==> src/rtl/trgc_pkg.sv <==
`timescale 1ns/1ps
package trgc_pkg;
   // dead-time behaviour selected by the mode input
   typedef enum logic {
      DT_FIXED   = 1'b0,
      DT_RETRIG  = 1'b1
   } dt_mode_e;

   localparam int unsigned SYNC_MIN_STAGES = 2;
endpackage

==> src/rtl/trgc_sync.sv <==
`timescale 1ns/1ps
module trgc_sync
   import trgc_pkg::*;
#(
   parameter int unsigned STAGES = 2
) (
   input  logic clk,
   input  logic rst_n,
   input  logic din,
   output logic level_o,
   output logic rise_o
);
   generate
      if (STAGES < SYNC_MIN_STAGES) begin : g_bad_stages
         $error("trgc_sync: STAGES below minimum");
      end
   endgenerate

   // chain[STAGES-1] is the synchronised level, chain[STAGES] its history
   logic [STAGES:0] chain;

   always_ff @(posedge clk or negedge rst_n) begin
      if (!rst_n) chain <= '0;
      else        chain <= {chain[STAGES-1:0], din};
   end

   assign level_o = chain[STAGES-1];
   assign rise_o  = chain[STAGES-1] & ~chain[STAGES];
endmodule

==> src/rtl/trgc_dead_timer.sv <==
`timescale 1ns/1ps
module trgc_dead_timer #(
   parameter int unsigned LEN_W = 16
) (
   input  logic             clk,
   input  logic             rst_n,
   input  logic             clear_i,
   input  logic             load_i,
   input  logic             restart_i,
   input  logic [LEN_W-1:0] len_i,
   output logic             active_o,
   output logic [LEN_W-1:0] count_o
);
   generate
      if (LEN_W < 1) begin : g_bad_len
         $error("trgc_dead_timer: LEN_W must be positive");
      end
   endgenerate

   localparam logic [LEN_W-1:0] ONE = LEN_W'(1);

   logic             active_q;
   logic [LEN_W-1:0] cnt_q;
   logic             timed;

   assign timed = |len_i;

   always_ff @(posedge clk or negedge rst_n) begin
      if (!rst_n) begin
         active_q <= 1'b0;
         cnt_q    <= '0;
      end else if (clear_i) begin
         active_q <= 1'b0;
         cnt_q    <= '0;
      end else if (load_i) begin
         active_q <= 1'b1;
         cnt_q    <= len_i;
      end else if (restart_i && timed) begin
         cnt_q    <= len_i;
      end else if (cnt_q != '0) begin
         cnt_q    <= cnt_q - ONE;
         if (cnt_q == ONE) active_q <= 1'b0;
      end
   end

   assign active_o = active_q;
   assign count_o  = cnt_q;
endmodule

==> src/rtl/trgc_sat_cnt.sv <==
`timescale 1ns/1ps
module trgc_sat_cnt #(
   parameter int unsigned W = 32
) (
   input  logic         clk,
   input  logic         rst_n,
   input  logic         inc_i,
   output logic [W-1:0] count_o
);
   generate
      if (W < 2) begin : g_bad_w
         $error("trgc_sat_cnt: W must be at least 2");
      end
   endgenerate

   localparam logic [W-1:0] TOP = {W{1'b1}};

   logic [W-1:0] cnt_q;

   always_ff @(posedge clk or negedge rst_n) begin
      if (!rst_n)                    cnt_q <= '0;
      else if (inc_i && cnt_q != TOP) cnt_q <= cnt_q + W'(1);
   end

   assign count_o = cnt_q;
endmodule

==> src/rtl/trgc_busy_ctrl.sv <==
`timescale 1ns/1ps
module trgc_busy_ctrl
   import trgc_pkg::*;
#(
   parameter int unsigned LEN_W       = 16,
   parameter int unsigned CNT_W       = 32,
   parameter int unsigned SYNC_STAGES = 2
) (
   input  logic             clk,
   input  logic             rst_n,
   input  logic             trig_async_i,
   input  logic             ready_i,
   input  logic             buf_full_i,
   input  logic             retrig_mode_i,
   input  logic [LEN_W-1:0] dead_len_i,
   output logic             accept_o,
   output logic             busy_o,
   output logic [CNT_W-1:0] acc_count_o,
   output logic [CNT_W-1:0] rej_count_o
);
   localparam int unsigned N_CNT = 2;

   generate
      if (CNT_W < 2) begin : g_bad_cnt
         $error("trgc_busy_ctrl: CNT_W must be at least 2");
      end
   endgenerate

   dt_mode_e         mode;
   logic             trig_level;
   logic             trig_rise;
   logic             defer_q;
   logic             trig_evt;
   logic             defer_lost;
   logic             evt_live;
   logic             dt_active;
   logic [LEN_W-1:0] dt_count;
   logic             busy_int;
   logic             take;
   logic             refuse;
   logic             reload;
   logic [N_CNT-1:0] cnt_inc;
   logic [CNT_W-1:0] cnt_val [N_CNT];

   assign mode = dt_mode_e'(retrig_mode_i);

   trgc_sync #(.STAGES(SYNC_STAGES)) u_sync (
      .clk     (clk),
      .rst_n   (rst_n),
      .din     (trig_async_i),
      .level_o (trig_level),
      .rise_o  (trig_rise)
   );

   // event is fresh edge, or a deferred one whose level persists
   assign trig_evt   = trig_rise | (defer_q & trig_level);
   assign defer_lost = defer_q & ~trig_level;
   assign evt_live   = trig_evt & ~ready_i;

   always_ff @(posedge clk or negedge rst_n) begin
      if (!rst_n) defer_q <= 1'b0;
      else        defer_q <= trig_evt & ready_i;
   end

   assign busy_int = dt_active | buf_full_i;
   assign take     = evt_live & ~busy_int;
   assign refuse   = (evt_live & busy_int) | defer_lost;
   assign reload   = evt_live & dt_active & (mode == DT_RETRIG);

   trgc_dead_timer #(.LEN_W(LEN_W)) u_timer (
      .clk       (clk),
      .rst_n     (rst_n),
      .clear_i   (ready_i),
      .load_i    (take),
      .restart_i (reload),
      .len_i     (dead_len_i),
      .active_o  (dt_active),
      .count_o   (dt_count)
   );

   assign cnt_inc = {refuse, take};

   generate
      for (genvar g = 0; g < N_CNT; g++) begin : g_cnt
         trgc_sat_cnt #(.W(CNT_W)) u_cnt (
            .clk     (clk),
            .rst_n   (rst_n),
            .inc_i   (cnt_inc[g]),
            .count_o (cnt_val[g])
         );
      end
   endgenerate

   assign accept_o    = take;
   assign busy_o      = busy_int;
   assign acc_count_o = cnt_val[0];
   assign rej_count_o = cnt_val[1];
endmodule

==> config.mk <==
export PLATFORM = sky130hd
export DESIGN_NAME = trgc_busy_ctrl
export DESIGN_NICKNAME = d
export VERILOG_FILES = /design/src/rtl/trgc_pkg.sv /design/src/rtl/trgc_sync.sv /design/src/rtl/trgc_dead_timer.sv /design/src/rtl/trgc_sat_cnt.sv /design/src/rtl/trgc_busy_ctrl.sv
export SDC_FILE = /design/constraint.sdc
export NUM_CORES = 1
export LEC_CHECK = 0
export ABC_AREA = 1
export CAP_MARGIN = 20
export CORE_UTILIZATION = 60
export CTS_BUF_LIST = sky130_fd_sc_hd__clkbuf_4 sky130_fd_sc_hd__clkbuf_8
export CTS_CLUSTER_DIAMETER = 150
export DETAILED_ROUTE_END_ITERATION = 16
export PLACE_DENSITY_LB_ADDON = 0.05
export RECOVER_POWER = 50
export SYNTH_ARGS = -nofsm -noshare
export SYNTH_HDL_FRONTEND = slang
export SYNTH_SLANG_ARGS = --single-unit
==> constraint.sdc <==
create_clock -name clk -period 4.01 [get_ports clk]
set_input_delay 0.802 -clock clk [delete_from_list [all_inputs] [get_ports clk]]
set_output_delay 0.802 -clock clk [all_outputs]
set_load 0.01 [all_outputs]
# After elaboration in Yosys (flattened, before gate mapping)
# Index checks and enable logic that the tools add are counted.
dict set report word_totals {
  in_bits 22
  elab_cells 47
  regBits 85
  latch_bits 0
  output_inout_bits 66
  n_memories 0
  romBits 0
  ram_bits 0
}
dict set report op_classes {
  shifts 0
  bitwise 16
  muxes 9
  addsub 3
  magnitude_cmp 0
  n_mul 0
  div_mod_pow 0
  n_reduce_logical 9
  eq_ne 4
}
# op n
set ops {}
lappend ops {{adder 32 x 1 -> 32 bit (second input constant)} 2}
lappend ops {{2-to-1 mux 16 bit} 4}
lappend ops {{inequality test 32 bit (second input constant)} 2}
lappend ops {{equality test 16 x 1 -> 1 bit (second input constant)} 1}
lappend ops {{nonzero test 16 bit} 1}
lappend ops {{OR reduction 16 bit} 1}
lappend ops {{subtractor 16 x 1 -> 16 bit (second input constant)} 1}
lappend ops {{AND 1 bit} 9}
lappend ops {{nonzero test 3 bit} 2}
lappend ops {{2-to-1 mux 1 bit} 5}
lappend ops {{NOT 1 bit} 4}
lappend ops {{nonzero test 4 bit} 1}
lappend ops {{logical AND 1 bit} 3}
lappend ops {{inequality test 3 bit (second input constant)} 1}
lappend ops {{bitwise OR 1 bit} 3}
lappend ops {{AND reduction 3 bit} 1}

# Depth between registers and ports, before layout
dict set report depth {
  depth_word 10
  ltp_mapped 11
  mapped_depth_nobuf 11
}

# Cells and area by module
# From an unflattened synthesis, not the netlist that was laid out.
dict set report hier_totals {
  hier_cells 893
  hier_area_um2 5860.6
}
# mod n_inst seq_area_each_um2 cells_each area_each_um2
set modules_own_cells {}
lappend modules_own_cells {trgc_sat_cnt 2 800.8 333 2190.9}
lappend modules_own_cells {trgc_dead_timer 1 425.4 205 1297.5}
lappend modules_own_cells {trgc_busy_ctrl 1 25.0 17 96.3}
lappend modules_own_cells {trgc_sync 1 75.1 5 85.1}

# Least setup slack after synthesis
# No wires, ideal clock.
dict set report synth_path {
  path_type {input to output}
  from {in buf_full_i}
  to {out accept_o}
  path_slack_ns 1.878
  arrival_time_ns 1.330
  stages 3
  n_path_buf 0
  required_ns 3.208
  path_cell_list {nor2_1 -> inv_1 -> nor2_8}
}
dict set report synth_via {
  elab_chain_len 3
}
# element line
set synth_rtl {}
lappend synth_rtl {{start, declared} trgc_busy_ctrl.sv:13} ;# input logic buf_full_i,
lappend synth_rtl {{bitwise OR 1 bit} trgc_busy_ctrl.sv:65} ;# assign busy_int = dt_active | buf_full_i;
lappend synth_rtl {{via busy_o} trgc_busy_ctrl.sv:17} ;# output logic busy_o,
lappend synth_rtl {{NOT 1 bit} trgc_busy_ctrl.sv:66} ;# assign take = evt_live & ~busy_int;
lappend synth_rtl {{AND 1 bit} trgc_busy_ctrl.sv:66}
lappend synth_rtl {{end, declared} trgc_busy_ctrl.sv:16} ;# output logic accept_o,
# The timed path passes the listed nets, and every way through them passes these cells.

# Worst setup path after layout
dict set report layout_path {
  from {in ready_i}
  to {out accept_o}
}
dict set report layout_via {
  elab_chain_len 3
}
# element line
set layout_rtl {}
lappend layout_rtl {{start, declared} trgc_busy_ctrl.sv:12} ;# input logic ready_i,
lappend layout_rtl {{NOT 1 bit} trgc_busy_ctrl.sv:58} ;# assign evt_live = trig_evt & ~ready_i;
lappend layout_rtl {{AND 1 bit} trgc_busy_ctrl.sv:58}
lappend layout_rtl {{AND 1 bit} trgc_busy_ctrl.sv:66}
# No other way between the ends.

==> results.py <==
metrics = {
    "outcome": {
        "status": "complete, but fails checks",
        "violations": "capacitance limit, slew limit",
    },
    "layout": {
        "drive_gt1_share_pct": 4.85,
        "regArea_um2": 2130,
        "final_cell_mix": "393 x nand2_1, 137 x nor2_1, 85 x dfrtp_1, 67 x clkdlybuf4s50_1, 58 x inv_1",
        "layout.nets": 969,
        "fillCellCount": 799,
        "diodes": 0,
        "layout_commonest_cell": "nand2_1",
        "stdcell_count": 1077,
        "multi_input_area_um2": 3180,
        "area_delta_synth_final_pct": 18.9,
    },
    "cts": {
        "cts_tree": "done",
        "hold_buffers": 0,
        "ctsResizeCount": 0,
        "numCtsBuffers": 9,
        "ctsHtreeMaxLevel": 3,
        "postCtsSetupBuffers": 0,
        "cts_sinks": 85,
        "path_clk_slew_ns": 0.08,
        "insertion_delay_ns": 0.36,
        "clk_path_buf_depth": 2,
        "clock-root-buffer": "clkbuf_8",
    },
    "detailed_routing": {
        "finalWirelength_um": 14300,
        "first_pass_iters": 5,
        "drt-initial-drc-count": 249,
        "wl_per_cell_um": 13.3,
        "drc": 0,
        "vias": 5719,
        "ant_nets": 0,
        "drt-vias-per-instance": 5.31,
    },
    "global_routing": {
        "grt_use_met3_pct": 3.58,
        "grt_pass1_wl_um": 24300,
        "met1_usage_pct": 39.3,
        "grt_overflow_total": 0,
        "antenna_found_initial": 0,
        "top_usage_layer": "met2",
        "grt_pass1_vias": 5339,
        "track_usage_pct": 30.6,
        "grt_start_max_net_pins": 86,
        "met2_usage_pct": 52.1,
    },
    "floorplanning": {
        "io_pins": 88,
        "core_um2": 9240,
        "die_height_um": 99.6,
        "start_util_pct": 61.9,
        "die_w_um": 99.6,
        "dieArea_um2": 9920,
        "rows": 35,
    },
    "timing": {
        "fin_skew_ns": 0.0157,
        "setup_viol": 0,
        "slew_headroom_pct": -8.98,
        "slew_violations": 67,
        "tns_ns": 0,
        "layout_setup_ws_ns": 0.577,
        "min_period_ns": 3.43,
        "fmaxAchievable_ghz": 0.291,
        "timing.final.hold_violations": 0,
        "min_period_over_period_pct": 85.6,
        "rsz0062_at_grt": "false",
        "worst-slew-pin-transition_ns": 1.63,
    },
    "placement": {
        "io_buffers": 87,
        "place_hpwl_um": 10600,
        "place_ws_ns": 0.768,
        "dp.cells": 1060,
        "routabilityCongestion": 0.936,
    },
    "setup_path": {
        "critPathBufInv": 3,
        "critPathMostFrequentCell": "clkdlybuf4s50_1",
        "worstPathMaxFanout": 12,
        "cp_cell_sequence": "clkdlybuf4s50_1 -> inv_1 -> nand3_1 -> nor2_8 -> clkdlybuf4s50_1",
        "crit_slowest_cell": "clkdlybuf4s50_1",
        "critPathTopFamily": "buffers and inverters",
        "critPathRequiredTime_ns": 3.21,
        "worstSetupPathType": "input pin to primary output",
        "endpoint_kind": "primary output",
        "r2r_slack_ns": 1.01,
        "crit_path_start_kind": "input pin",
        "critical_path_arrival_ns": 2.63,
        "cp_slowest_stage_delay_ns": 0.57,
    },
    "yosys": {
        "synth.area.top_cells": "dfrtp_1 37%, nand2_1 26%, nor2_1 9.0%, inv_1 3.7%, nand3_1 3.6%",
        "syn_inst": 858,
        "yosys.cell_types.count": 32,
        "syn-cell-area_um2": 5720,
        "seq_area_frac_synth_pct": 37.2,
        "synth-seq-cells": 85,
        "synth_nets": 884,
        "synth_top_area_share_pct": 37.2,
        "yosysTopAreaCell": "dfrtp_1",
        "yosys_warnings": 0,
        "syn-mean-instance-area_um2": 6.66,
    },
    "pwr": {
        "p_leak_nw": 3.21,
        "p_per_area_nw_per_um2": 376,
        "peakVddDrop_mv": 0.296,
        "total_power_mw": 2.56,
    },
    "hold_path": {
        "holdCritPathClass": "flop to flop",
    },
    "run": {
        "drv_cap": 1,
    },
}
logic make-up after synthesis:
group,after synthesis,synth area share [%]
simple gates,629,46.8
compound gates,25,2.39
xor+xnor,39,5.98
flops,85,37.2
fa+ha+maj,4,0.876
buf+inv,76,6.72
routing by layer:
layer	wire length, um	vias up
met5	0	-
met4	417	0
met3	598	39
met2	6950	186
met1	6370	2666
li1	-	2828
worst register-to-register path: cells and delay by family (launching register included):
family	cells	cell delay (ns)
AND/OR/NAND/NOR	7	1.65
flip-flops	1	0.53
buffers and inverters	2	0.42
adder cells (fa/ha/maj)	1	0.29
sequential cells by signal, indices dropped and copies added, names as in the netlist:
| signal | count |
|---|---|
| g_cnt.u_cnt.count_o | 64 |
| defer_q | 1 |
| u_timer.count_o | 16 |
| u_timer.active_o | 1 |
| u_sync.chain | 3 |
report_power, final:
part	internal [mW]	switching, mW
Sequential	0.954	0.115
Clock	0.355	0.345
Combinational	0.316	0.472
metrics by stage:
stage	area, um^2	utilization [%]	hold slack (ns)
after floorplan	5720	-	0.331
after global placement	6600	71.4	0.335
after detailed placement	6600	71.4	0.353
after CTS	6820	73.8	0.372
after global routing	6800	73.6	0.377
final	6800	73.6	0.372
final timing paths:
path,startpoint,cells past startpoint,endpoint
worst max-delay path,ready_i,5,accept_o
worst min-delay path,u_sync.chain[0],0,u_sync.chain[1]
worst max register to register,g_cnt[0].u_cnt.count_o[0],10,g_cnt[0].u_cnt.count_o[22]
worst min register to register,u_sync.chain[0],0,u_sync.chain[1]
max in group asynchronous,rst_n,2,u_sync.chain[0]
min in group asynchronous,rst_n,1,g_cnt[1].u_cnt.count_o[1]
Yosys cell counts:
master / n
nand2_4: 6
nor2_4: 4
inv_4: 3
xnor2_1: 23
nand2b_1: 1
nand4_1: 11
nand3_1: 41
nand3_2: 1
buf_2: 1
nor2_8: 2
xor2_1: 16
o22ai_1: 1
nor3_2: 2
nand2_1: 392
nor3_1: 7
ha_1: 4
nor2_1: 137
inv_2: 2
nand2_2: 6
o21ai_0: 11
nand4_2: 1
buf_6: 12
o21bai_1: 1
inv_1: 57
o21ai_1: 2
clkbuf_1: 1
nor2_2: 4
nand3b_1: 13
dfrtp_1: 85
nand2_8: 1
o22ai_2: 1
a21oi_1: 9
layout make-up:
type,instances,area share (%)
multi-input combinational,697,46.7
tap,129,2.37
clock buffer,9,1.82
timing repair buffer,88,12.8
inverter,62,3.53
sequential,85,31.3
clock inverter,7,1.44
Power figures use the tool's default switching activity.
